<file path="src/rtl/fcvt_pkg.sv">
// Package: shared constants, source-format table and the unpacked operand
// record used between the decode and rounding stages of the converter.
// Assumes IEEE-754 binary16/32/64 layouts packed at bit 0 of a 64-bit bus.
package fcvt_pkg;

    localparam int SRC_W   = 64;  // width of the operand bus
    localparam int NUM_FMT = 3;   // half, single, double
    localparam int K_W     = 13;  // signed unbiased-exponent width

    typedef enum logic [1:0] {
        FMT_BAD    = 2'b00,
        FMT_HALF   = 2'b01,
        FMT_SINGLE = 2'b10,
        FMT_DOUBLE = 2'b11
    } fmt_code_e;

    // Decoded source: mant is left-aligned so that bit SRC_W-1 has weight 2^k.
    typedef struct packed {
        logic                  sign;
        logic                  is_nan;
        logic                  is_inf;
        logic signed [K_W-1:0] k;
        logic [SRC_W-1:0]      mant;
    } fp_unpacked_t;

    // Exponent field width of format slot idx (0 half, 1 single, 2 double).
    function automatic int exp_width(int idx);
        case (idx)
            0:       return 5;
            1:       return 8;
            default: return 11;
        endcase
    endfunction

    // Stored fraction width of format slot idx.
    function automatic int frac_width(int idx);
        case (idx)
            0:       return 10;
            1:       return 23;
            default: return 52;
        endcase
    endfunction

endpackage

</file>
<file path="src/rtl/fcvt_unpack.sv">
// Module: fcvt_unpack
// Decodes the operand in each of the three IEEE formats in parallel and
// selects the one named by fmt_sel. Subnormals use exponent 1 with no hidden
// bit. Illegal code 00 falls onto the half slot; the top level masks it.
module fcvt_unpack
    import fcvt_pkg::*;
(
    input  logic [SRC_W-1:0] operand,
    input  logic [1:0]       fmt_sel,
    output fp_unpacked_t     unp
);

    fp_unpacked_t cand [NUM_FMT];

    for (genvar f = 0; f < NUM_FMT; f++) begin : g_fmt
        localparam int EW   = exp_width(f);
        localparam int FW   = frac_width(f);
        localparam int BIAS = (1 << (EW - 1)) - 1;

        logic [EW-1:0] exp_f;
        logic [EW-1:0] exp_eff;
        logic [FW-1:0] frac_f;
        logic          sign_f;
        logic          hid;

        // Field extraction for this format slot.
        assign exp_f   = operand[FW +: EW];
        assign frac_f  = operand[FW-1:0];
        assign sign_f  = operand[FW+EW];
        assign hid     = |exp_f;
        assign exp_eff = hid ? exp_f : EW'(1);

        // Build the normalised record for this slot.
        assign cand[f] = '{
            sign:   sign_f,
            is_nan: (&exp_f) & (|frac_f),
            is_inf: (&exp_f) & ~(|frac_f),
            k:      K_W'(exp_eff) - K_W'(BIAS),
            mant:   {hid, frac_f, {(SRC_W - 1 - FW){1'b0}}}
        };
    end

    // Pick the slot that matches the format code.
    always_comb begin
        case (fmt_sel)
            FMT_SINGLE: unp = cand[1];
            FMT_DOUBLE: unp = cand[2];
            default:    unp = cand[0];
        endcase
    end

endmodule

</file>
<file path="src/rtl/fcvt_round.sv">
// Module: fcvt_round
// Splits the left-aligned mantissa at the binary point given by k and rounds
// the integer part to nearest, ties to even. Flags magnitudes of 2^OUT_W or
// more as too_big without forming them. Assumes OUT_W < SRC_W - 1.
module fcvt_round
    import fcvt_pkg::*;
#(
    parameter int OUT_W = 32
) (
    input  logic signed [K_W-1:0] k,
    input  logic [SRC_W-1:0]      mant,
    output logic [OUT_W:0]        mag,
    output logic                  too_big,
    output logic                  lost_frac
);

    localparam int MAG_W = OUT_W + 1;
    localparam int MSB   = SRC_W - 1;

    logic [MAG_W-1:0] int_bits;
    logic [SRC_W-1:0] frac_bits;
    logic             guard;
    logic             sticky;
    int               kk;

    // Integer/fraction split with guard and sticky extraction.
    always_comb begin
        kk        = int'(k);
        too_big   = 1'b0;
        int_bits  = '0;
        frac_bits = '0;
        guard     = 1'b0;
        sticky    = 1'b0;
        if (kk >= OUT_W) begin
            too_big = 1'b1;
        end else if (kk >= 0) begin
            int_bits  = MAG_W'(mant >> (MSB - kk));
            frac_bits = mant << (kk + 1);
            guard     = frac_bits[MSB];
            sticky    = |frac_bits[MSB-1:0];
        end else if (kk == -1) begin
            guard  = mant[MSB];
            sticky = |mant[MSB-1:0];
        end else begin
            sticky = |mant;
        end
    end

    // Round to nearest even on the integer part.
    always_comb begin
        mag       = int_bits + MAG_W'(guard & (sticky | int_bits[0]));
        lost_frac = guard | sticky;
    end

endmodule

</file>
<file path="src/rtl/fcvt_saturate.sv">
// Module: fcvt_saturate
// Applies the sign and destination range to a rounded magnitude. Produces
// the clamped integer, invalid for NaN/infinity/overflow, and inexact only
// for in-range results. Assumes mag already carries round-to-nearest-even.
module fcvt_saturate #(
    parameter int OUT_W = 32
) (
    input  logic             sign,
    input  logic             is_nan,
    input  logic             is_inf,
    input  logic             too_big,
    input  logic             signed_sel,
    input  logic [OUT_W:0]   mag,
    input  logic             lost_frac,
    output logic [OUT_W-1:0] value,
    output logic             invalid,
    output logic             inexact
);

    localparam int               MAG_W = OUT_W + 1;
    localparam logic [OUT_W-1:0] UMAX  = {OUT_W{1'b1}};
    localparam logic [OUT_W-1:0] SMAX  = {1'b0, {(OUT_W - 1){1'b1}}};
    localparam logic [OUT_W-1:0] SMIN  = {1'b1, {(OUT_W - 1){1'b0}}};

    // Range check and clamp selection.
    always_comb begin
        value   = '0;
        invalid = 1'b0;
        inexact = 1'b0;
        if (is_nan) begin
            invalid = 1'b1;
        end else if (is_inf || too_big) begin
            invalid = 1'b1;
            if (signed_sel) value = sign ? SMIN : SMAX;
            else            value = sign ? '0 : UMAX;
        end else if (!signed_sel) begin
            if (sign) begin
                if (mag != '0) invalid = 1'b1;
                else           inexact = lost_frac;
            end else if (mag[OUT_W]) begin
                invalid = 1'b1;
                value   = UMAX;
            end else begin
                value   = mag[OUT_W-1:0];
                inexact = lost_frac;
            end
        end else begin
            if (sign) begin
                if (mag > MAG_W'(SMIN)) begin
                    invalid = 1'b1;
                    value   = SMIN;
                end else begin
                    value   = -mag[OUT_W-1:0];
                    inexact = lost_frac;
                end
            end else if (mag > MAG_W'(SMAX)) begin
                invalid = 1'b1;
                value   = SMAX;
            end else begin
                value   = mag[OUT_W-1:0];
                inexact = lost_frac;
            end
        end
    end

endmodule

</file>
<file path="src/rtl/fcvt_rne_i32.sv">
// Module: fcvt_rne_i32 (top)
// Converts a half/single/double operand to an OUT_W-bit integer with
// round-to-nearest-even, saturation and IEEE flags. One output register
// stage. Rejects format code 00, and code 01 when half support is off.
module fcvt_rne_i32
    import fcvt_pkg::*;
#(
    parameter int OUT_W = 32
) (
    input  logic             clk,
    input  logic             rst_n,
    input  logic [63:0]      operand,
    input  logic [1:0]       fmt_sel,
    input  logic             signed_sel,
    input  logic             half_en,
    output logic [OUT_W-1:0] result,
    output logic             undef_req,
    output logic             flag_invalid,
    output logic             flag_inexact
);

    fp_unpacked_t     unp;
    logic [OUT_W:0]   mag;
    logic             too_big;
    logic             lost_frac;
    logic [OUT_W-1:0] value;
    logic             invalid;
    logic             inexact;
    logic             fmt_ok;

    fcvt_unpack u_unpack (
        .operand (operand),
        .fmt_sel (fmt_sel),
        .unp     (unp)
    );

    fcvt_round #(.OUT_W(OUT_W)) u_round (
        .k         (unp.k),
        .mant      (unp.mant),
        .mag       (mag),
        .too_big   (too_big),
        .lost_frac (lost_frac)
    );

    fcvt_saturate #(.OUT_W(OUT_W)) u_sat (
        .sign       (unp.sign),
        .is_nan     (unp.is_nan),
        .is_inf     (unp.is_inf),
        .too_big    (too_big),
        .signed_sel (signed_sel),
        .mag        (mag),
        .lost_frac  (lost_frac),
        .value      (value),
        .invalid    (invalid),
        .inexact    (inexact)
    );

    // Format legality: code 00 never, half only when enabled.
    always_comb begin
        fmt_ok = (fmt_sel != FMT_BAD) && !((fmt_sel == FMT_HALF) && !half_en);
    end

    // Output register with synchronous active-low reset.
    always_ff @(posedge clk) begin
        if (!rst_n) begin
            result       <= '0;
            undef_req    <= 1'b0;
            flag_invalid <= 1'b0;
            flag_inexact <= 1'b0;
        end else if (!fmt_ok) begin
            result       <= '0;
            undef_req    <= 1'b1;
            flag_invalid <= 1'b0;
            flag_inexact <= 1'b0;
        end else begin
            result       <= value;
            undef_req    <= 1'b0;
            flag_invalid <= invalid;
            flag_inexact <= inexact;
        end
    end

endmodule

</file>
<file path="config.mk">
export PLATFORM = sky130hd
export DESIGN_NAME = fcvt_rne_i32
export DESIGN_NICKNAME = d
export VERILOG_FILES = /design/src/rtl/fcvt_pkg.sv /design/src/rtl/fcvt_unpack.sv /design/src/rtl/fcvt_round.sv /design/src/rtl/fcvt_saturate.sv /design/src/rtl/fcvt_rne_i32.sv
export SDC_FILE = /design/constraint.sdc
export NUM_CORES = 1
export LEC_CHECK = 0
export BUFFER_PORTS_ARGS = -buffer_cell sky130_fd_sc_hd__buf_2
export CORE_ASPECT_RATIO = 1.4
export CORE_MARGIN = 3
export CORE_UTILIZATION = 53
export DETAILED_ROUTE_END_ITERATION = 10
export PLACE_DENSITY = 0.78
export REMOVE_ABC_BUFFERS = 1
export SLEW_MARGIN = 15
export SYNTH_ARGS = -nofsm -noshare
export SYNTH_HDL_FRONTEND = slang
export SYNTH_HIERARCHICAL = 1
export SYNTH_SLANG_ARGS = --single-unit
</file>
<file path="constraint.sdc">
create_clock -name clk -period 12.25 [get_ports clk]
set_clock_uncertainty 0.1 [all_clocks]
set_input_delay 2.45 -clock clk [delete_from_list [all_inputs] [get_ports clk]]
set_output_delay 2.45 -clock clk [all_outputs]
set_load 0.05 [all_outputs]
</file>
Word level (Yosys, flattened, before mapping)
Cells that the tools add are included.
{"block": "op_classes", "n_eq_ne": 4, "n_lt_le_gt_ge": 4, "shifts": 2, "n_reduce_logical": 22, "mux": 40, "bitwise_logic": 14, "add_sub_neg": 7}
{"op": "32-bit 2-to-1 mux", "count": 10}
{"op": "80-bit one-hot mux with 2 select lines", "count": 1}
{"op": "63-bit OR reduction", "count": 2}
{"op": "33-bit 2-to-1 mux", "count": 2}
{"op": "64-bit OR reduction", "count": 1}
{"op": "64-bit by 32-bit << shifter with 64-bit output", "count": 1}
{"op": "64-bit by 32-bit >> shifter with 33-bit output", "count": 1}
{"op": "52-bit OR reduction", "count": 1}
{"op": "33-bit adder", "count": 1}
{"op": "1-bit by 33-bit bitwise AND with 33-bit output", "count": 1}
{"op": "33-bit by 31-bit greater-than comparator with 1-bit output (second input constant)", "count": 1}
{"op": "33-bit by 32-bit greater-than comparator with 1-bit output (second input constant)", "count": 1}
{"op": "33-bit nonzero test", "count": 1}
{"op": "32-bit negator", "count": 1}
{"op": "1-bit 2-to-1 mux", "count": 24}
{"op": "23-bit OR reduction", "count": 1}
{"op": "13-bit by 2-bit adder with 14-bit output (second input constant)", "count": 1}
{"op": "7-bit by 13-bit subtractor with 14-bit output (first input constant)", "count": 1}
{"op": "13-bit by 1-bit equality test with 1-bit output (second input constant)", "count": 1}
{"op": "13-bit by 1-bit greater-or-equal comparator with 1-bit output (second input constant)", "count": 1}
{"op": "13-bit by 7-bit greater-or-equal comparator with 1-bit output (second input constant)", "count": 1}
{"op": "11-bit by 10-bit subtractor with 12-bit output (second input constant)", "count": 1}
{"op": "11-bit 2-to-1 mux", "count": 1}
{"op": "11-bit AND reduction", "count": 1}
{"op": "other kinds (22)", "count": 35}
{"block": "totals", "register_bits": 35, "wordCells": 97, "output_inout_bits": 35, "input_bits": 70}

Depth between registers and ports, before layout
{"block": "depth", "depth_word": 18, "mapped_depth": 38, "depth_no_buf": 27}

Cells and area by module
Netlist, hierarchy kept.
{"module": "fcvt_round", "area_each_um2": 8155.3, "instances": 1, "seq_area_each_um2": 0.0, "cells_each": 1069}
{"module": "fcvt_saturate", "area_each_um2": 1808.0, "instances": 1, "seq_area_each_um2": 0.0, "cells_each": 301}
{"module": "fcvt_unpack", "area_each_um2": 1551.5, "instances": 1, "seq_area_each_um2": 0.0, "cells_each": 245}
{"module": "fcvt_rne_i32", "area_each_um2": 987.2, "instances": 1, "seq_area_each_um2": 700.7, "cells_each": 78}

Worst setup path after synthesis
No wires, ideal clock.
{"block": "synth_path", "kind": "input to register", "from": "in operand[13]", "to": "reg result[19]", "required_time_ns": 12.090, "arrival_ns": 10.082, "n_path_buf": 8, "slack_ns": 2.008, "setup_ns": 0.060, "stages": 35, "cell_sequence": "nor4_1 or2_1 ha_1 inv_1 o221ai_1 buf_2 inv_1 buf_2 buf_2 buf_1 ha_1 buf_6 buf_6 buf_6 mux2i_1 mux4_2 mux2i_1 a21oi_1 o21a_1 o31a_1 nor2_1 ha_1 nor3b_2 nand4_2 nor4_2 xnor2_1 nor2_1 or4_1 or4_1 o41ai_4 o21a_1 buf_4 o21ai_1 a311oi_1 and3_1"}
{"item": "start: declaration", "line_no": "fcvt_rne_i32.sv:12", "rtl": "input logic [63:0] operand,"}
{"item": "end signal: assignment", "line_no": "fcvt_rne_i32.sv:76", "rtl": "result <= value;"}
{"item": "end: declaration", "line_no": "fcvt_rne_i32.sv:16", "rtl": "output logic [OUT_W-1:0] result,"}

==> out/results.ini <==
[detailed_routing]
drt_wl_total_mm=50.9
drc_errors=0
firstDrtPassIters=6
dr.first_iter.drc_count=1559
viasPerCell=7.30
vias=14500
antenna_left=0
routedWlPerCell_um=25.6

[floorplan]
die_y_um=188
die_width_um=136
io_pins=105
core-area_sq_um=22900
rows=65
dieArea_sq_um=25500
initial_utilization_pct=54.7

[pwr]
clkPwrFrac_pct=13.6
p_leak_nw=5.15
seqPwrFrac_pct=11.6
irDropWorstVdd_mv=0.0832
combPwrFrac_pct=74.8
intPower_w=0.000509
swShare_pct=52.2
powerDensity_nw_per_um2=81.0
p_sw_w=0.000555

[setup_path]
cp.required_ns=12.38
critPathTopFamily=compound AO/OA/AOI/OAI gates
slowest_stage=o21a_1
setup.worst_path.class=primary input to register
end_kind=register
slowest_delay_ns=0.56
crit_fanout=46
cp-start-kind=primary input
critical_path_depth=29
cp.arrival_ns=11.00
timing.critical_path.buf_inv=7

[logic_synthesis]
synthCells=1693
synth-edff-count=0
syn_area_sq_um=12500
synthMuxAreaShare_pct=26.2
synth-simple-area-share_pct=30.7
synth_warnings=6
synthFlopType=dfxtp_1
synth_compound_area_share_pct=22.8
synth_top_family_by_area=simple AND/OR/NAND/NOR gates
avgSynthCellArea_sq_um=7.38
synth_adder_area_share_pct=1.00
synthDistinctLibCells=108
async_flop_share_pct=0
synth-seq-cells=35
yosysSeqAreaShare_pct=5.60
synthXorXnorAreaFrac_pct=5.37

[global_route]
track_usage_pct=38.6
grt_max_degree=142
grt_pass1_vias=14000
grt_pass1_wl_mm=78.6
gr-total-overflow=0
grt_antenna_before_repair=0

[clocking]
numCtsBuffers=5
cts_buffer_depth=2
clk_pin_slew_ns=0.05
postCtsSetupBuffers=0
ctsHoldBuffers=0
cts_tree=done
clock_sinks=35
h-tree-depth=2
root_buffer=clkbuf_16
cts_resized=0

[placement]
port_buffers=104
placed_cells=1978
dpl-instance-area_sq_um=13000
dp_hpwl_mm=38.7
gp_congestion=1.11

[finish]
register_area_sq_um=701
nFillCells=2229
multi_input_area_sq_um=10900
antenna_cells=0
area_growth_pct=5.14
fin_nets=1765
drive_gt1_share_pct=19.2
finalNonFillerCells=1987
stdcell_area_sq_um=13100

[sta]
period_needed_ns=10.88
finalSetupTns_ns=0
finalSetupViolCount=0
timing.fmax_mhz=91.9
hold_violations=0
rsz0062_at_grt=no
fin_crit_sh_pct=88.8
relSlewSlack_pct=23.4
worstMarginPinSlew_ns=1.12
slew_viol_final=0

[flow_run]
cap_violations=0

[outcome]
outcome=finished clean

[worst_hold_path]
hold_class=primary input to register
whs_path_depth=3

-- stage by stage --
stage / hold WS, ns / worst slack, ns / total power [W] / util, %
6_report: 2.54 / 1.37 / 0.00106 / 57.5
5_1_grt: 2.59 / 0.901 / 0.00113 / 57.5
4_1_cts: 2.53 / 1.57 / 0.00104 / 57.5
3_5_place_dp: 2.82 / 1.32 / 0.000893 / 56.7
3_3_place_gp: 2.80 / 1.39 / 0.000889 / 56.7
2_1_floorplan: 2.46 / -11.99 / 0.000705 / -
-- area by class of cell --
type                       count  area share, %
clock inverter                 3          0.333
timing repair buffer         147           6.68
tap                          301           2.87
multi-input combinational   1468           83.0
inverter                      28          0.800
clock buffer                   5          0.952
sequential                    35           5.33
-- registers in the layout, summed over array words and instances (netlist names) --
name / flops
undef_req: 1
result: 32
flag_invalid: 1
flag_inexact: 1
-- power by group through the flow --
stage	sequential, W	combinational [W]	clock (W)
CTS	0.000124	0.000769	0.000145
global placement	0.000126	0.000763	0
detailed placement	0.000126	0.000767	0
global route	0.000125	0.000849	0.000152
floorplan	0.000156	0.000549	0
finish	0.000124	0.000796	0.000145
-- cells in the final DEF, fill, tap and decap left out, types with 35 or more instances in the layout --
cell type,instances
and3_1,68
buf_4,39
nand2_1,162
buf_2,104
mux2i_1,132
nand3_1,51
a21oi_1,71
mux4_2,66
nor4_1,47
xnor2_1,49
o21ai_0,83
nor2_1,148
dfxtp_1,35
nor3_1,73
-- worst min-delay path: stages --
cell and delay, ns:
buf_2 0.27, inv_1 0.11, nor2_1 0.05
-- final timing paths --
check | slack [ns] | start | endpoint
max | 1.37 | fmt_sel[1] | result[17]
min | 2.54 | rst_n | undef_req
-- synth_stat cells, types with 28 or more instances --
cell type / number / share of area, %
mux4_2: 66 / 12
clkbuf_1: 80 / 2.4
nor3_1: 73 / 2.9
nand4_1: 33 / 1.7
a31oi_1: 28 / 1.4
o21ai_0: 83 / 3.3
mux2i_1: 133 / 11
nand2_1: 162 / 4.9
nor4_1: 48 / 2.4
nand3_1: 51 / 2.0
xnor2_1: 51 / 3.6
nor2_1: 149 / 4.5
mux2_2: 33 / 3.0
and3_1: 68 / 3.4
buf_2: 38 / 1.5
a21oi_1: 73 / 2.9
dfxtp_1: 35 / 5.6
-- metal layers --
layer	track usage (%)	vias to the layer above	routed length (um)
met5	0	-	0
met4	30.7	0	5140
met3	4.59	297	3830
met2	67.2	843	24700
met1	41.6	6876	17200
li1	-	6486	-
-- cell families after synthesis --
| family | Yosys count |
|---|---|
| and+or+nand+nor | 730 |
| DFF | 35 |
| buffers and inverters | 200 |
| adders and majority gates | 10 |
| AOI/OAI and AO/OA | 404 |
| muxes | 238 |
| xor gates and xnor gates | 75 |
| other | 1 |
Note: power is estimated with default switching activity, not from simulation.
